<file path="src/rtl/pwm_pkg.sv">
package pwm_pkg;
  typedef enum logic [1:0] {
    SEL_PERIOD = 2'd0,
    SEL_DUTY   = 2'd1,
    SEL_PRESC  = 2'd2,
    SEL_NONE   = 2'd3
  } reg_sel_e;
endpackage

</file>
<file path="src/rtl/pwm_stage.sv">
module pwm_stage #(
  parameter int CNT_W = 16,
  parameter int PSC_W = 2
) (
  input  logic             clk,
  input  logic             rst,
  input  logic             wr_en,
  input  logic [1:0]       wr_addr,
  input  logic [CNT_W-1:0] wr_data,
  input  logic             load_i,
  output logic [CNT_W-1:0] st_period,
  output logic [CNT_W-1:0] st_duty,
  output logic [PSC_W-1:0] st_psc,
  output logic             pend
);
  import pwm_pkg::*;

  logic hit_period, hit_duty, hit_psc;
  assign hit_period = wr_en && (wr_addr == SEL_PERIOD);
  assign hit_duty   = wr_en && (wr_addr == SEL_DUTY);
  assign hit_psc    = wr_en && (wr_addr == SEL_PRESC);

  always_ff @(posedge clk) begin
    if (rst) begin
      st_period <= '0;
      st_duty   <= '0;
      st_psc    <= '0;
      pend      <= 1'b0;
    end else begin
      if (hit_period) st_period <= wr_data;
      if (hit_duty)   st_duty   <= wr_data;
      if (hit_psc)    st_psc    <= wr_data[PSC_W-1:0];
      if (hit_period)  pend <= 1'b1;
      else if (load_i) pend <= 1'b0;
    end
  end

  assert_pend_set_R7: assert property (@(posedge clk) disable iff (rst)
    hit_period |=> pend);
  assert_pend_clear_R7: assert property (@(posedge clk) disable iff (rst)
    (load_i && !hit_period) |=> !pend);
endmodule

</file>
<file path="src/rtl/pwm_tick.sv">
module pwm_tick #(
  parameter int PSC_W = 2
) (
  input  logic             clk,
  input  logic             rst,
  input  logic             clr_i,
  input  logic             hold_i,
  input  logic [PSC_W-1:0] psc_i,
  output logic             tick_o
);
  localparam int DIV_W = (1 << PSC_W) - 1;

  logic [DIV_W-1:0] div_cnt;
  logic [DIV_W-1:0] lim;

  assign lim    = DIV_W'((32'd1 << psc_i) - 32'd1);
  assign tick_o = !hold_i && (div_cnt == lim);

  always_ff @(posedge clk) begin
    if (rst || clr_i || hold_i) div_cnt <= '0;
    else if (tick_o)            div_cnt <= '0;
    else                        div_cnt <= div_cnt + 1'b1;
  end

  assert_tick_gap_R1: assert property (@(posedge clk) disable iff (rst)
    (tick_o && psc_i != '0 && !clr_i) |=> !tick_o);
endmodule

</file>
<file path="src/rtl/pwm_core.sv">
module pwm_core #(
  parameter int CNT_W = 16,
  parameter int PSC_W = 2
) (
  input  logic             clk,
  input  logic             rst,
  input  logic             pend_i,
  input  logic [CNT_W-1:0] st_period,
  input  logic [CNT_W-1:0] st_duty,
  input  logic [PSC_W-1:0] st_psc,
  output logic             load_o,
  output logic             pwm_out
);
  logic [CNT_W-1:0] act_period, act_duty, cnt;
  logic [PSC_W-1:0] act_psc;
  logic             idle, tick, at_end;

  assign idle   = (act_period == '0);
  assign at_end = tick && (cnt == act_period - CNT_W'(1));
  assign load_o = pend_i && (idle || at_end);

  pwm_tick #(.PSC_W(PSC_W)) u_tick (
    .clk   (clk),
    .rst   (rst),
    .clr_i (load_o),
    .hold_i(idle),
    .psc_i (act_psc),
    .tick_o(tick)
  );

  always_ff @(posedge clk) begin
    if (rst) begin
      act_period <= '0;
      act_duty   <= '0;
      act_psc    <= '0;
      cnt        <= '0;
      pwm_out    <= 1'b0;
    end else begin
      pwm_out <= !idle && (cnt < act_duty);
      if (load_o) begin
        act_period <= st_period;
        act_duty   <= st_duty;
        act_psc    <= st_psc;
        cnt        <= '0;
      end else if (tick) begin
        cnt <= at_end ? '0 : cnt + CNT_W'(1);
      end
    end
  end

  assert_idle_low_R5: assert property (@(posedge clk) disable iff (rst)
    idle |=> !pwm_out);
  assert_atomic_R3: assert property (@(posedge clk) disable iff (rst)
    !pend_i |=> ($stable(act_period) && $stable(act_duty) && $stable(act_psc)));
  assert_duty_zero_R4: assert property (@(posedge clk) disable iff (rst)
    (act_duty == '0) |=> !pwm_out);
  assert_cnt_range_R4: assert property (@(posedge clk) disable iff (rst)
    !idle |-> (cnt < act_period));
endmodule

</file>
<file path="src/rtl/shadow_pwm.sv">
module shadow_pwm #(
  parameter int CNT_W = 16,
  parameter int PSC_W = 2
) (
  input  logic             clk,
  input  logic             rst,
  input  logic             wr_en,
  input  logic [1:0]       wr_addr,
  input  logic [CNT_W-1:0] wr_data,
  output logic             pend,
  output logic             pwm_out
);
  logic [CNT_W-1:0] st_period, st_duty;
  logic [PSC_W-1:0] st_psc;
  logic             load;

  pwm_stage #(.CNT_W(CNT_W), .PSC_W(PSC_W)) u_stage (
    .clk      (clk),
    .rst      (rst),
    .wr_en    (wr_en),
    .wr_addr  (wr_addr),
    .wr_data  (wr_data),
    .load_i   (load),
    .st_period(st_period),
    .st_duty  (st_duty),
    .st_psc   (st_psc),
    .pend     (pend)
  );

  pwm_core #(.CNT_W(CNT_W), .PSC_W(PSC_W)) u_core (
    .clk      (clk),
    .rst      (rst),
    .pend_i   (pend),
    .st_period(st_period),
    .st_duty  (st_duty),
    .st_psc   (st_psc),
    .load_o   (load),
    .pwm_out  (pwm_out)
  );

  assert_reset_R8: assert property (@(posedge clk)
    rst |=> (!pwm_out && !pend));
endmodule

</file>
<file path="config.mk">
export PLATFORM = sky130hd
export DESIGN_NAME = shadow_pwm
export DESIGN_NICKNAME = d
export VERILOG_FILES = /design/src/rtl/pwm_pkg.sv /design/src/rtl/pwm_stage.sv /design/src/rtl/pwm_tick.sv /design/src/rtl/pwm_core.sv /design/src/rtl/shadow_pwm.sv
export SDC_FILE = /design/constraint.sdc
export NUM_CORES = 1
export LEC_CHECK = 0
export ABC_AREA = 1
export BUFFER_PORTS_ARGS = -buffer_cell sky130_fd_sc_hd__buf_4
export CAP_MARGIN = 30
export CORE_MARGIN = 1
export CORE_UTILIZATION = 25
export DETAILED_ROUTE_END_ITERATION = 10
export GPL_ROUTABILITY_DRIVEN = 0
export GPL_TIMING_DRIVEN = 0
export PLACE_DENSITY = 0.5
export SYNTH_ARGS = -nofsm -noshare
export SYNTH_HDL_FRONTEND = slang
export SYNTH_SLANG_ARGS = --single-unit
</file>
<file path="constraint.sdc">
create_clock -name clk -period 2.25 [get_ports clk]
set_input_delay 0.225 -clock clk [delete_from_list [all_inputs] [get_ports clk]]
set_output_delay 0.225 -clock clk [all_outputs]
set_load 0.02 [all_outputs]
</file>
==> results of run 1 <==
cell families after synthesis:
| logic type | share of synthesized area (%) |
|---|---|
| adders and majority gates | 4.58 |
| AOI/OAI and AO/OA | 15.8 |
| buffers and inverters | 11.6 |
| and+or+nand+nor | 28.3 |
| DFF | 36.2 |
| xor gates and xnor gates | 3.39 |
repair_timing:
action,CTS,global route
endpoints found under the setup margin,50,50
resized for setup,10,32
pin swaps,1,11
gates cloned,0,1
setup buffers,3,3
Yosys cell counts (all sizes together), types with 2 or more instances:
cell type,n
xor2,9
nor2,97
inv,104
nand2,123
nand4,3
xnor2,10
dfxtp,89
o2111ai,3
o211ai,4
ha,18
clkinv,2
buf,17
nand3,71
o21bai,4
o21ai,40
nor3,10
a21oi,79
clkbuf,13
cells in the final DEF, fill, tap and decap left out, types with 9 or more instances in the layout:
| master | instances |
|---|---|
| nand2_1 | 110 |
| inv_1 | 97 |
| dfxtp_1 | 86 |
| nor2_1 | 83 |
| nand3_1 | 66 |
| a21oi_1 | 59 |
| o21ai_0 | 38 |
| buf_4 | 29 |
| a21oi_2 | 20 |
| ha_1 | 17 |
| clkbuf_1 | 13 |
| xnor2_1 | 10 |
| clkbuf_16 | 10 |
| xor2_1 | 9 |
power breakdown:
part / switching (W) / total, W / leakage (nW) / internal [W]
combinational: 0.00175 / 0.00298 / 1.61 / 0.00123
sequential: 0.000137 / 0.00186 / 0.726 / 0.00172
clock: 0.000699 / 0.00170 / 0.161 / 0.000997
path summary, 6_finish.rpt:
check / start / to / slack, ns
min reg2reg: u_stage.st_period[14] / u_stage.st_period[14] / 0.45
max reg2reg: u_core.act_period[0] / u_core.act_period[14] / 0.14
min: rst / u_stage.pend / 0.07
max: u_core.act_period[0] / u_core.act_period[14] / 0.14
state kept, by name, summed over array words and instances (netlist names):
name and flops:
u_core.u_tick.div_cnt 3, u_core.cnt 16, u_stage.st_period 16, u_stage.pend 1, u_stage.st_duty 16, u_core.act_period 16, u_core.act_duty 16, u_core.act_psc 2
u_stage.st_psc 2, u_core.pwm_out 1
layer usage:
metal	GRT usage [%]	part of all wire [%]
met3	3.06	2.4
met5	0	0
met1	18.1	50
met2	22.1	46
met4	3.34	1.7
per-stage QoR:
| stage | hold WS (ns) | cells |
|---|---|---|
| final | 0.0682 | 1008 |
| after detailed placement | 0.432 | 985 |
| after CTS | 0.0608 | 1004 |
| after global routing | 0.0669 | 1008 |
| after global placement | 0.432 | 985 |
| after floorplan | 0.294 | 703 |
area by class of cell:
cell class / count / area (um^2)
sequential: 89 / 1790
timing repair buffer: 29 / 235
fill: 2149 / 13100
clock buffer: 9 / 225
tap: 260 / 325
clock inverter: 7 / 113
buffer: 30 / 203
inverter: 106 / 405
multi-input combinational: 478 / 2650
==> impl_results.md, run 1 <==
- Num rows: 50
- CTS tree: built
- Nets: 782
- Cell taking the most area after synthesis: dfxtp_1
- Leakage: 2.50 nW
- CTS Buffer Depth: 2
- Syn avg cell area: 6.99 um^2
- CTS root buffer: clkbuf_16
- Antenna violations before repair: 0
- Worst-path cell chain: inv_6 > ha_4 > nand2_2 > nor2_4 > nand2_4 > nor2_4 > nand2_2 > nand2_4 > nor2_2 > nand2_4 > nand2_8 > buf_12 > buf_12 > a21oi_2 > nor2_1
- Synthesized area: 4920 um^2
- Post-Route WL: 13200 um
- I/O pin cnt: 23
- Die height: 142 um
- CTS H-tree lvls: 3
- Period Utilization, post-route: 93.8%
- DR pass1 iterations: 4
- Area grow syn2layout: 21.0%
- Tot GR Track Use: 13.6%
- Final WS setup: 0.139 ns
- Final ANT Viol Nets: 0
- Placement Setup Slack: -0.274 ns
- Routed vias/inst: 4.33
- Max-slew headroom: 64.9%
- 1st-iter DRT viols: 209
- Net count after synthesis: 742
- Setup violators final: 0
- Clock-pin slew on the worst setup and hold paths: 0.07 ns
- Initial Util: 25.8%
- Clk_lat worst skew: 0.35 ns
- CP max FO: 10
- Placed Area: 5410 um^2
- Post-layout util: 31.3%
- Ys Warns: 0
- CTS Buf Count: 9
- CTS sink cnt: 89
- Worst Tran Pin Value: 0.526 ns
- Flops & latches, synth: 89
- TNS Setup: 0 ns
- Vias in the first global route: 4064
- DPL Wire Length: 10300 um
- Antenna diodes: 0
- Core area: 19000 um^2
- Worst Reg-to-Reg Cells: 15
- Chip width: 142 um
- Pin count of the biggest net entering global routing: 18
- Post-synth EDFFs: 0
- IO Port Bufs: 22
- Main flop type after synthesis: dfxtp_1
- Avg WL per Cell: 13.1 um
- First-pass GRT wire length: 21000 um
- Hold path cells: 2
- Syn Inst Count: 703
- Worst Skew: 0.00670 ns
- Critical Path Start Type: flop
- Synth area leaders: dfxtp_1 (36%), nand2_1 (8.7%), inv_1 (7.5%)
- Worst path slowest cell: dfxtp_4
- Cts hold-fix bufs: 0
- DIE AREA: 20200 um^2
- Top cell type's share of synthesized area: 36.2%
- Vias: 4362
- Max Slew Vio Count: 0
- Crit path DAT: 2.36 ns
- Crit. End Element: flop
- Final Hold Viols: 0
- Max Cap Viol: 0
- Fmax: 474 MHz
- IR drop worst, VDD: 0.000600 V
- Post-layout min period: 2.11 ns
- RSZ-0062 raised after global routing: false
- Layout cell share with drive strength beyond 1: 16.3%
- Crit path buffers/inverters: 3
- Sequential-to-total area share from yosys stat: 36.2%
- Final Power: 0.00653 W
- Stages on worst setup path: 15
- Grt total ovfl: 0
- Pwr/cell area: 1100 nW/um^2
- WP data required: 2.50 ns
- HP Class: in -> reg
- Critical path class: reg -> reg
- Crit-path max cell delay: 0.38 ns
- Design area: 5950 um^2
- Post-synth cell types: 37
- DRC Markers: 0
- Status: finished clean
- Critical Path Most Common Cell: nand2_4
- CP top delay family: simple AND/OR/NAND/NOR gates
- Post-synth ARST share: 0%
Note: power is estimated with default switching activity, not from simulation.
==> run 2, diff against run 1 <==
--- a/config.mk
+++ b/config.mk
@@ -13,7 +13,7 @@
 export DETAILED_ROUTE_END_ITERATION = 10
 export GPL_ROUTABILITY_DRIVEN = 0
 export GPL_TIMING_DRIVEN = 0
-export PLACE_DENSITY = 0.5
+export PLACE_DENSITY = 0.52
 export SYNTH_ARGS = -nofsm -noshare
 export SYNTH_HDL_FRONTEND = slang
 export SYNTH_SLANG_ARGS = --single-unit
==> constraint.sdc (replaced) <==
create_clock -name clk -period 1.82 [get_ports clk]
set_input_delay 0.182 -clock clk [delete_from_list [all_inputs] [get_ports clk]]
set_output_delay 0.182 -clock clk [all_outputs]
set_load 0.02 [all_outputs]
==> run 2 against run 1 <==
Effect of this change:
- power grew 25%
- combinational power grew 37%
- highest routed layer unchanged
- sequential share of layout area shrank 0.59 points
- design area grew 2.2%
- sequential cell count is the same
- the flow now finishes with violations (setup timing)
==> impl_results.md, run 2 (synthesis gave the netlist of run 1 again) <==
- Worst Setup SP: u_core.act_period[1]
- Core area: 19000 um^2
- First-pass GRT wire length: 21300 um
- DIE AREA: 20200 um^2
- Critical R2R Capture: u_core.act_duty[1]
- Worst Reg-to-Reg Cells: 14
- CTS H-tree lvls: 3
- Vias: 4355
- Initial Util: 25.8%
- Area grow syn2layout: 23.7%
- 1st-iter DRT viols: 243
- Hold path start: rst
- TNS Setup: -12.55 ns
- Clock-pin slew on the worst setup and hold paths: 0.07 ns
- Worst hold endpoint: u_core.pwm_out
- Most frequent cells in the layout: nand2_1 (111), inv_1 (97), dfxtp_1 (83)
- Setup violators final: 52
- Final Hold Viols: 0
- IR drop worst, VDD: 0.000826 V
- Num rows: 50
- Critical path class: reg -> reg
- Layout cell share with drive strength beyond 1: 18.3%
- Tot GR Track Use: 13.8%
- Post-layout min period: 2.14 ns
- Vias in the first global route: 4143
- CTS sink cnt: 89
- Final WS setup: -0.315 ns
- Period Utilization, post-route: 117%
- Most common cell after layout, fill and taps aside: nand2_1
- Clk_lat worst skew: 0.35 ns
- DR pass1 iterations: 6
- Crit path DAT: 2.38 ns
- RR Startpoint: u_core.act_period[1]
- CTS Buffer Depth: 2
- CP max FO: 7
- Pin count of the biggest net entering global routing: 17
- CTS root buffer: clkbuf_16
- CTS tree: built
- Leakage: 2.57 nW
- Max Slew Vio Count: 0
- IO Port Bufs: 22
- Max-slew headroom: 63.1%
- CTS Buf Count: 9
- DPL Wire Length: 10100 um
- I/O pin cnt: 23
- Routed vias/inst: 4.29
- Avg WL per Cell: 13.0 um
- Antenna diodes: 0
- Reg2reg setup slack: -0.32 ns
- Max Cap Viol: 0
- Failing checks: setup timing
- Pwr/cell area: 1350 nW/um^2
- Post-Route WL: 13200 um
- Status: finished with violations
- Hold path cells: 2
- HP Class: in -> reg
- Hold WS: 0.0212 ns
- Worst Skew: 0.00534 ns
- Worst Tran Pin Value: 0.553 ns
- Grt total ovfl: 0
- Fmax: 468 MHz
- Chip width: 142 um
- Cts hold-fix bufs: 0
- Crit. End Element: flop
- Final ANT Viol Nets: 0
- RSZ-0062 raised after global routing: true
- Critical Path Start Type: flop
- Antenna violations before repair: 0
- DRC Markers: 0
- Nets: 788
- Die height: 142 um
- WP data required: 2.06 ns
[run 2: cell count changes in the layout (fill, tap and decap cells not counted), moves of 3 or more]
cell / change
dfxtp_1: -3
dfxtp_2: +3
nand3_1: -3
nand3_2: +3
nor2_1: -5
nor2_2: +4
[run 2: worst max-delay path by stage]
stage                     depth (start not counted)  slack [ns]               endpoint
after floorplan                                  15       -0.04  u_core.act_period[10]
after global placement                           11       -0.46         u_core.cnt[15]
after detailed placement                         11       -0.46         u_core.cnt[14]
after CTS                                        16       -0.30  u_core.act_period[10]
after global routing                             14       -0.42  u_core.act_period[12]
final                                            14       -0.32     u_core.act_duty[1]
[run 2: layer usage]
metal | global-route usage, % | vias up | wire, um
met5 | 0 | - | 0
met4 | 4.02 | 0 | 216
met3 | 3.06 | 13 | 482
met2 | 23.1 | 69 | 6070
met1 | 17.6 | 1920 | 6450
li1 | - | 2353 | -
[run 2: metrics by stage]
step / std cells / utilization [%] / setup WS, ns / total power, W / cell area [um^2]
floorplan: 703 / - / -0.0417 / 0.00496 / 4970
global placement: 985 / 28.7 / -0.457 / 0.00562 / 5470
detailed placement: 985 / 28.7 / -0.459 / 0.00565 / 5470
CTS: 1011 / 31.3 / -0.296 / 0.00783 / 5950
global route: 1014 / 32.0 / -0.417 / 0.00877 / 6080
finish: 1014 / 32.0 / -0.315 / 0.00820 / 6080
[run 2: layout make-up]
class	count	area (um^2)
Buffer	30	213
Clock buffer	10	239
Clock inverter	6	47.5
Fill cell	2114	12900
Inverter	106	403
Multi-Input combinational cell	478	2690
Sequential cell	89	1790
Tap cell	260	325
Timing Repair Buffer	35	370
[run 2: report_power, final]
part           leakage [nW]  switching [W]  internal, W
logic                  1.70        0.00226      0.00182
registers             0.727       0.000168      0.00213
clock network         0.141       0.000850     0.000979
total                  2.57        0.00328      0.00492
[run 2: what timing repair did]
action,4_1_cts,5_1_grt
resized for setup,19,24
gates cloned,3,2
endpoints found under the setup margin,51,54
buffers inserted,7,1
pin swaps,6,13
[run 2: critical path, cell delays in order (launching register included)]
cell	delay, ns
dfxtp_4	0.38
inv_4	0.04
ha_4	0.16
buf_4	0.13
xnor2_1	0.20
xor2_1	0.20
nor2_2	0.06
nand3_2	0.09
nor2_4	0.04
nand2_4	0.12
nand2_8	0.11
buf_12	0.18
clkbuf_16	0.15
a21oi_2	0.11
nor2_1	0.05
